--- src/rtl/pmc_pkg.sv ---
package pmc_pkg;
    localparam int SDF_W     = 4;
    localparam int SDF_LSB   = 0;
    localparam int DOZE_BIT  = SDF_LSB + SDF_W;
    localparam int SLEEP_BIT = DOZE_BIT + 1;
    localparam int USED_W    = SLEEP_BIT + 1;

    typedef enum logic [1:0] {
        PM_RUN   = 2'd0,
        PM_DOZE  = 2'd1,
        PM_SLEEP = 2'd2
    } pm_state_e;

    typedef struct packed {
        logic             sleep;
        logic             doze;
        logic [SDF_W-1:0] sdf;
    } pm_word_t;
endpackage

--- src/rtl/pmc_word_reg.sv ---
module pmc_word_reg
    import pmc_pkg::*;
(
    input  logic              clk,
    input  logic              rst_n,
    input  logic              wr_en,
    input  logic [USED_W-1:0] wr_bits,
    input  logic              irq_pending,
    output pm_word_t          word_o
);
    typedef struct packed {
        pm_word_t word;
    } reg_state_t;

    reg_state_t s_d, s_q;

    always_comb begin
        s_d = s_q;
        if (wr_en) begin
            s_d.word.sdf   = wr_bits[SDF_LSB +: SDF_W];
            s_d.word.doze  = wr_bits[DOZE_BIT];
            s_d.word.sleep = wr_bits[SLEEP_BIT];
        end
        // A pending interrupt always wins over a software mode request.
        if (irq_pending) begin
            s_d.word.doze  = 1'b0;
            s_d.word.sleep = 1'b0;
        end
    end

    always_ff @(posedge clk or negedge rst_n) begin
        if (!rst_n) s_q <= '0;
        else        s_q <= s_d;
    end

    assign word_o = s_q.word;
endmodule

--- src/rtl/pmc_mode_fsm.sv ---
module pmc_mode_fsm
    import pmc_pkg::*;
(
    input  logic      clk,
    input  logic      rst_n,
    input  pm_word_t  word_i,
    output pm_state_e state_o
);
    typedef struct packed {
        pm_state_e state;
    } fsm_state_t;

    fsm_state_t s_d, s_q;

    always_comb begin
        s_d = s_q;
        if (word_i.sleep)     s_d.state = PM_SLEEP;   // sleep has precedence
        else if (word_i.doze) s_d.state = PM_DOZE;
        else                  s_d.state = PM_RUN;
    end

    always_ff @(posedge clk or negedge rst_n) begin
        if (!rst_n) s_q <= '{state: PM_RUN};
        else        s_q <= s_d;
    end

    assign state_o = s_q.state;
endmodule

--- src/rtl/pmc_enable_drv.sv ---
module pmc_enable_drv
    import pmc_pkg::*;
#(
    parameter int NUM_UNITS = 8
) (
    input  pm_state_e            state_i,
    output logic [NUM_UNITS-1:0] unit_en_o,
    output logic                 timer_en_o,
    output logic                 intc_en_o,
    output logic                 vdd_low_o
);
    logic run_c;
    logic awake_c;

    always_comb begin
        run_c   = (state_i == PM_RUN);
        awake_c = (state_i != PM_SLEEP);
    end

    for (genvar g = 0; g < NUM_UNITS; g++) begin : g_unit
        assign unit_en_o[g] = run_c;
    end

    assign timer_en_o = awake_c;
    assign intc_en_o  = awake_c;
    assign vdd_low_o  = !awake_c;
endmodule

--- src/rtl/pwr_mode_ctrl.sv ---
module pwr_mode_ctrl
    import pmc_pkg::*;
#(
    parameter int NUM_UNITS = 8,
    parameter int REG_W     = 32
) (
    input  logic                 clk,
    input  logic                 rst_n,
    input  logic                 wr_en,
    input  logic [REG_W-1:0]     wr_data,
    input  logic                 irq_pending,
    output logic [REG_W-1:0]     rd_data,
    output logic [SDF_W-1:0]     slow_factor,
    output logic [NUM_UNITS-1:0] unit_clk_en,
    output logic                 timer_clk_en,
    output logic                 intc_clk_en,
    output logic                 vdd_low_req
);
    pm_word_t  word;
    pm_state_e state;
    logic      unused_rsvd;

    assign unused_rsvd = ^wr_data[REG_W-1:USED_W];

    pmc_word_reg i_word (
        .clk         (clk),
        .rst_n       (rst_n),
        .wr_en       (wr_en),
        .wr_bits     (wr_data[USED_W-1:0]),
        .irq_pending (irq_pending),
        .word_o      (word)
    );

    pmc_mode_fsm i_fsm (
        .clk     (clk),
        .rst_n   (rst_n),
        .word_i  (word),
        .state_o (state)
    );

    pmc_enable_drv #(.NUM_UNITS(NUM_UNITS)) i_drv (
        .state_i    (state),
        .unit_en_o  (unit_clk_en),
        .timer_en_o (timer_clk_en),
        .intc_en_o  (intc_clk_en),
        .vdd_low_o  (vdd_low_req)
    );

    always_comb begin
        rd_data                    = '0;
        rd_data[SDF_LSB +: SDF_W]  = word.sdf;
        rd_data[DOZE_BIT]          = word.doze;
        rd_data[SLEEP_BIT]         = word.sleep;
    end

    assign slow_factor = word.sdf;
endmodule

--- config.mk ---
export PLATFORM = sky130hd
export DESIGN_NAME = pwr_mode_ctrl
export DESIGN_NICKNAME = d
export VERILOG_FILES = /design/src/rtl/pmc_pkg.sv /design/src/rtl/pmc_word_reg.sv /design/src/rtl/pmc_mode_fsm.sv /design/src/rtl/pmc_enable_drv.sv /design/src/rtl/pwr_mode_ctrl.sv
export SDC_FILE = /design/constraint.sdc
export NUM_CORES = 1
export LEC_CHECK = 0
export ABC_AREA = 0
export ABC_CLOCK_PERIOD_IN_PS = 900
export BUFFER_PORTS_ARGS = -buffer_cell sky130_fd_sc_hd__buf_2
export CORE_ASPECT_RATIO = 1.75
export CORE_MARGIN = 8
export CORE_UTILIZATION = 27
export CTS_CLUSTER_SIZE = 25
export DETAILED_ROUTE_END_ITERATION = 8
export GPL_TIMING_DRIVEN = 0
export PLACE_DENSITY = 0.86
export REMOVE_ABC_BUFFERS = 1
export SLEW_MARGIN = 40
export SYNTH_ARGS = -nofsm -noshare
export SYNTH_HDL_FRONTEND = slang
export SYNTH_SLANG_ARGS = --single-unit
--- constraint.sdc ---
create_clock -name clk -period 0.9 [get_ports clk]
set_input_delay 0.045 -clock clk [delete_from_list [all_inputs] [get_ports clk]]
set_output_delay 0.045 -clock clk [all_outputs]
set_load 0.05 [all_outputs]
==> impl_metrics.sql, run 1 <==
INSERT INTO impl_metrics (metric_group, metric, value, unit) VALUES
('routing', 'route.layer.met1.wl', '384', 'um'),
('setup_path', 'required', '0.85', 'ns'),
('finish', 'layoutNonFillerInstCount', '109', ''),
('placed_design', 'final_wtd_congestion', '0.6464', ''),
('timing', 'report.final.slew_viol_count', '0', ''),
('routing', 'detailed_routed_wire_length_on_met2', '523', 'um'),
('grt', 'grt-ovfl-total', '0', ''),
('grt', 'first_global_vias', '364', ''),
('finish', 'filler_cell_count', '225', ''),
('grt', 'grt_first_pass_wirelength', '1.676', 'mm'),
('logic_synthesis', 'syn-cell-area', '623.1', 'sq um'),
('timing', 'hold-worst-slack', '0.04894', 'ns'),
('finish', 'finish.utilization', '35.34', '%'),
('clock_tree', 'clkLatencyLatePin', '0.23', 'ns'),
('grt', 'grt_start_max_net_pins', '9', ''),
('setup_path', 'cp_cell_sequence', 'nor2_4 -> buf_4 -> buf_6', ''),
('setup_path', 'worst_endpoint_data_arrival_time', '1.07', 'ns'),
('timing', 'worst_setup_skew_after_layout', '0.0001065', 'ns'),
('timing', 'layout_min_cycle_time', '1.120', 'ns'),
('hold_path', 'holdCritPathClass', 'in -> reg', ''),
('floorplan', 'placementRows', '23', ''),
('pwr', 'power.ir.vdd_worst', '0.8546', 'mV'),
('setup_path', 'critPathMaxFanout', '4', ''),
('clock_tree', 'tritoncts_num_sinks', '8', ''),
('finish', 'drive_gt1_share', '51.19', '%'),
('clock_tree', 'cts.root.buffer_cell', 'clkbuf_8', ''),
('timing', 'setup-tns-final', '-2.109', 'ns'),
('clock_tree', 'worst_setup_hold_path_clk_slew', '0.04', 'ns'),
('logic_synthesis', 'post_synth.cell_area_avg', '10.05', 'sq um'),
('placed_design', 'placed_cells_incl_taps', '101', ''),
('setup_path', 'start_point_of_the_critical_path', 'i_fsm.state_o[0]$_DFF_PN0_', ''),
('setup_path', 'setup.reg_to_reg.worst_slack', '0.07', 'ns'),
('hold_path', 'hp-start', 'wr_data[1]', ''),
('grt', 'global_route.usage.total', '5.299', '%'),
('grt', 'antenna_found_initial', '0', ''),
('setup_path', 'setup.worst_path.start_class', 'flop', ''),
('floorplan', 'die_h', '79.55', 'um'),
('run_status', 'failing_checks', 'setup timing', ''),
('routing', 'drc_errors', '0', ''),
('logic_synthesis', 'netlist_cell_types', '9', ''),
('finish', 'nNetsFinal', '122', ''),
('clock_tree', 'cts_buffers', '3', ''),
('flow_run', 'drv_cap', '0', ''),
('logic_synthesis', 'seq_area_frac_synth', '32.13', '%'),
('routing', 'detail_route.first_pass.iterations', '1', ''),
('finish', 'antenna_cells_inserted', '0', ''),
('setup_path', 'crit-reg2reg-capture', 'i_word.word_o[3]$_DFFE_PN0P_', ''),
('timing', 'fmax', '892.9', 'MHz'),
('routing', 'drt-wirelength-per-cell', '12.21', 'um'),
('clock_tree', 'tritoncts', 'yes', ''),
('clock_tree', 'cts_max_path_buffers', '2', ''),
('routing', 'route.vias.total', '383', ''),
('setup_path', 'critical_path_buffer_and_inverter_count', '2', ''),
('clock_tree', 'htreeDepth', '1', ''),
('floorplan', 'dieArea', '4162', 'sq um'),
('timing', 'final-hold-violation-count', '0', ''),
('setup_path', 'worst_r2r_startpoint', 'i_word.word_o[3]$_DFFE_PN0P_', ''),
('setup_path', 'critical_path.max_stage_delay', '0.41', 'ns'),
('setup_path', 'worst-setup-path-type', 'reg -> out', ''),
('setup_path', 'timing.critical_path.to_type', 'primary output', ''),
('timing', 'setup-violations-final', '11', ''),
('timing', 'post-route-worst-setup-slack', '-0.2199', 'ns'),
('routing', 'highest_layer_used_for_signal_routing', 'met3', ''),
('logic_synthesis', 'post_synth_inst_count', '62', ''),
('run_status', 'run_status', 'finished with violations', ''),
('routing', 'final_antenna_net_count', '0', ''),
('placed_design', 'port_buffers', '30', ''),
('floorplan', 'design.portCount', '83', ''),
('setup_path', 'worstSetupPathDepth', '3', ''),
('pwr', 'power.density', '2134', 'nW/um^2'),
('floorplan', 'floorplan.core_area', '2245', 'sq um');
[Yosys cell counts]
cell / instances / area (sq um)
buf_4: 40 / 300.3
mux2i_1: 2 / 20.02
conb_1: 1 / 3.750
dfrtp_1: 8 / 200.2
buf_6: 1 / 11.26
nor2_1: 3 / 11.26
mux2_4: 4 / 60.06
inv_1: 1 / 3.750
nor2b_1: 2 / 12.51
[logic make-up after synthesis]
logic type,share of synthesized area [%]
flip-flops,32.13
AND/OR/NAND/NOR,3.815
other,0.6018
multiplexers,12.85
buffers and inverters,50.60
[routing by layer]
layer	global-route usage, %	vias to the layer above
met3	4.478	0
li1	-	168
met1	5.081	160
met5	0	-
met4	3.125	0
met2	7.518	55
[worst min path at each step]
stage                                         endpoint  slack (ns)  cells after the start
after floorplan             i_fsm.state_o[0]$_DFF_PN0_       -0.25                      0
after global placement    i_word.word_o[3]$_DFFE_PN0P_       -0.11                      1
after detailed placement  i_word.word_o[3]$_DFFE_PN0P_       -0.11                      1
after CTS                 i_word.word_o[1]$_DFFE_PN0P_        0.04                      2
after global routing      i_word.word_o[1]$_DFFE_PN0P_        0.04                      2
final                     i_word.word_o[1]$_DFFE_PN0P_        0.05                      2
[stage by stage]
stage | worst slack (ns) | total power [uW] | cell area [sq um]
floorplan | -4.401 | 1001 | 405.4
global placement | -0.1108 | 1123 | 586.8
detailed placement | -0.1333 | 1131 | 586.8
CTS | -0.1982 | 1648 | 725.7
global route | -0.2722 | 1751 | 793.3
finish | -0.2199 | 1693 | 793.3
[registers in the layout, summed over array words and instances, names as in the netlist]
signal	flops
i_word.word_o	6
i_fsm.state_o	2
[layout make-up]
cell class              instances  area (sq um)  area share [%]
repair buffers                 35         305.3           38.49
multi-input cells              37         211.5           26.66
flip-flops and latches          8         200.2           25.24
clock buffers                   3         41.29           5.205
well taps                      25         31.28           3.943
inverters                       1         3.754          0.4732
[timing repair]
item,CTS,global route
setup endpoints to repair,21,14
gates resized for setup,29,12
hold endpoints to repair,10,0
cloned,0,0
hold buffers,2,0
pin swaps,0,1
buffers inserted,0,3
[cells in the final DEF (no fill, tap or decap)]
master,Yosys,layout
conb_1,1,26
buf_4,40,11
buf_6,1,10
buf_2,0,9
dfrtp_1,8,8
mux2_4,4,4
clkbuf_8,0,3
buf_8,0,3
mux2i_1,2,2
nor2_1,3,2
dlygate4sd3_1,0,2
nor2_4,0,1
nor2b_2,0,1
inv_2,0,1
nor2b_1,2,1
[where the power goes]
part	total (uW)	switching, uW	internal (uW)
clock network	425	136	289
registers	420	30.5	390
logic	848	630	218
total	1690	796	897
Power figures use the tool's default switching activity.
==> run 2: changes to the inputs <==
--- a/config.mk
+++ b/config.mk
@@ -15,7 +15,6 @@
 export DETAILED_ROUTE_END_ITERATION = 8
 export GPL_TIMING_DRIVEN = 0
 export PLACE_DENSITY = 0.86
-export REMOVE_ABC_BUFFERS = 1
 export SLEW_MARGIN = 40
 export SYNTH_ARGS = -nofsm -noshare
 export SYNTH_HDL_FRONTEND = slang
==> impl_metrics.sql, run 2 (same netlist as run 1, synthesis figures left out) <==
INSERT INTO impl_metrics (metric_group, metric, value, unit) VALUES
('timing', 'fmax', '844.5', 'MHz'),
('setup_path', 'crit-reg2reg-capture', 'i_word.word_o[3]$_DFFE_PN0P_', ''),
('setup_path', 'worst-setup-path-type', 'reg -> out', ''),
('flow_run', 'drv_cap', '0', ''),
('timing', 'final-hold-violation-count', '0', ''),
('setup_path', 'setup.worst_path.start_class', 'flop', ''),
('finish', 'area_delta_synth_final', '101.8', '%'),
('clock_tree', 'htreeDepth', '1', ''),
('setup_path', 'critPathMaxFanout', '8', ''),
('clock_tree', 'worst_setup_hold_path_clk_slew', '0.04', 'ns'),
('routing', 'postRouteWirelength', '1.855', 'mm'),
('pwr', 'p_leak', '0.0007025', 'uW'),
('pwr', 'total_power', '2050', 'uW'),
('routing', 'drc_errors', '0', ''),
('setup_path', 'cp_cell_sequence', 'nor2_4 -> buf_12 -> buf_6 -> buf_8', ''),
('floorplan', 'placementRows', '23', ''),
('clock_tree', 'clkLatencyLatePin', '0.23', 'ns'),
('timing', 'hold-worst-slack', '0.04716', 'ns'),
('setup_path', 'cpLargestDelayFamily', 'flip-flops', ''),
('timing', 'layout_min_cycle_time', '1.184', 'ns'),
('floorplan', 'design.portCount', '83', ''),
('pwr', 'switching_power', '872.5', 'uW'),
('routing', 'drt-wirelength-per-cell', '12.37', 'um'),
('finish', 'antenna_cells_inserted', '0', ''),
('timing', 'worst_setup_skew_after_layout', '0.005768', 'ns'),
('setup_path', 'worstSetupPathDepth', '4', ''),
('setup_path', 'cp_max_stage_cell', 'dfrtp_2', ''),
('finish', 'drive_gt1_share', '71.20', '%'),
('floorplan', 'die_width', '52.32', 'um'),
('finish', 'nNetsFinal', '162', ''),
('grt', 'grt_start_max_net_pins', '9', ''),
('routing', 'route.vias.total', '519', ''),
('setup_path', 'critical_path_buffer_and_inverter_count', '3', ''),
('grt', 'global_route.usage.total', '8.966', '%'),
('clock_tree', 'tritoncts_num_sinks', '8', ''),
('clock_tree', 'cts_max_path_buffers', '2', ''),
('routing', 'detailedRoute.firstIterationViolations', '0', ''),
('setup_path', 'required', '0.85', 'ns'),
('floorplan', 'floorplan.initialDensity', '27.76', '%'),
('routing', 'vias_per_cell', '3.460', ''),
('routing', 'final_antenna_net_count', '0', ''),
('setup_path', 'worst_endpoint_data_arrival_time', '1.14', 'ns'),
('floorplan', 'floorplan.core_area', '2245', 'sq um'),
('placed_design', 'dpl-instance-area', '907.1', 'sq um'),
('pwr', 'power.density', '1630', 'nW/um^2'),
('routing', 'detail_route.first_pass.iterations', '1', ''),
('timing', 'grt_setup_unrepaired', 'true', ''),
('setup_path', 'setup_crit_end', 'unit_clk_en[4]', ''),
('timing', 'post-route-worst-setup-slack', '-0.2842', 'ns'),
('run_status', 'failing_checks', 'setup timing', ''),
('grt', 'antenna_found_initial', '0', ''),
('finish', 'largest_reg_flops', '6', ''),
('hold_path', 'holdCritPathClass', 'in -> reg', ''),
('grt', 'grt_first_pass_wirelength', '2.794', 'mm'),
('pwr', 'internal_power', '1177', 'uW'),
('floorplan', 'dieArea', '4162', 'sq um'),
('clock_tree', 'tritoncts', 'yes', ''),
('setup_path', 'setup.reg_to_reg.worst_slack', '-0.03', 'ns'),
('pwr', 'power.ir.vdd_worst', '1.020', 'mV'),
('floorplan', 'die_h', '79.55', 'um'),
('placed_design', 'placement.setup.worst_slack', '-0.3915', 'ns'),
('grt', 'grt-ovfl-total', '0', ''),
('placed_design', 'final_wtd_congestion', '0.6996', ''),
('timing', 'report.final.slew_viol_count', '0', ''),
('placed_design', 'place.detailed.hpwl', '1.323', 'mm'),
('pwr', 'pwr-share-clk', '22.0', '%'),
('timing', 'final_cycle_utilization_of_the_critical_path', '131.6', '%'),
('setup_path', 'critical_path.max_stage_delay', '0.44', 'ns'),
('setup_path', 'timing.critical_path.to_type', 'primary output', ''),
('setup_path', 'ff2ff_path_depth', '2', ''),
('setup_path', 'worst_r2r_startpoint', 'i_word.word_o[3]$_DFFE_PN0P_', ''),
('pwr', 'p_seq_share', '21.1', '%'),
('clock_tree', 'cts.root.buffer_cell', 'clkbuf_8', ''),
('setup_path', 'start_point_of_the_critical_path', 'i_fsm.state_o[0]$_DFF_PN0_', ''),
('pwr', 'power.share.switching', '42.57', '%'),
('clock_tree', 'cts_buffers', '3', ''),
('finish', 'postLayoutCellArea', '1257', 'sq um'),
('finish', 'final_cell_mix', 'buf_4, conb_1, buf_6', ''),
('finish', 'layout_commonest_cell', 'buf_4', ''),
('placed_design', 'port_buffers', '29', ''),
('run_status', 'run_status', 'finished with violations', ''),
('pwr', 'comb_power_share', '57.0', '%'),
('grt', 'first_global_vias', '578', ''),
('timing', 'setup-violations-final', '16', '');
-- run 2: cell type report --
class	count	area, sq um
inverters	1	3.754
fillers	195	987.2
flip-flops and latches	8	207.7
clock buffers	4	45.04
repair buffers	35	400.4
well taps	25	31.28
multi-input cells	37	216.5
plain buffers	40	352.8
-- run 2: how the worst min path moves through the flow --
stage                     cells after the start  slack, ns       start                           end
final                                         2       0.05  wr_data[0]  i_word.word_o[0]$_DFFE_PN0P_
after global routing                          2       0.04  wr_data[2]  i_word.word_o[2]$_DFFE_PN0P_
after CTS                                     2       0.04  wr_data[3]  i_word.word_o[3]$_DFFE_PN0P_
after detailed placement                      1      -0.11       rst_n    i_fsm.state_o[1]$_DFF_PN0_
after global placement                        1      -0.11       rst_n  i_word.word_o[5]$_DFFE_PN0P_
after floorplan                               0      -0.25       rst_n    i_fsm.state_o[0]$_DFF_PN0_
-- run 2: per-layer routing --
metal | vias up | GRT usage, % | share of wire [%]
met4 | 0 | 5.469 | 1.9
met3 | 5 | 6.343 | 21
met5 | - | 0 | 0
met2 | 53 | 15.99 | 49
met1 | 213 | 6.270 | 28
li1 | 248 | - | -
-- run 2: repair_timing --
item                                    in CTS  in global routing
buffers inserted                             1                  3
pin swaps                                    1                  1
endpoints found under the setup margin      20                 19
hold buffers                                 2                  0
endpoints found under the hold margin       10                  0
resized for setup                           59                 17
-- run 2: through the flow --
| stage | instances | setup TNS [ns] | utilization (%) |
|---|---|---|---|
| 2_1_floorplan | 87 | -1.437 | - |
| 3_3_place_gp | 141 | -2.768 | 40.41 |
| 3_5_place_dp | 141 | -3.108 | 40.41 |
| 4_1_cts | 147 | -3.317 | 51.90 |
| 5_1_grt | 150 | -3.675 | 56.02 |
| 6_report | 150 | -3.108 | 56.02 |
-- run 2: power by group through the flow --
stage	sequential (uW)	combinational, uW	clock, uW
after floorplan	492	702	0
after global placement	421	886	0
after detailed placement	421	895	0
after CTS	425	1080	458
after global routing	436	1210	493
final	432	1170	450
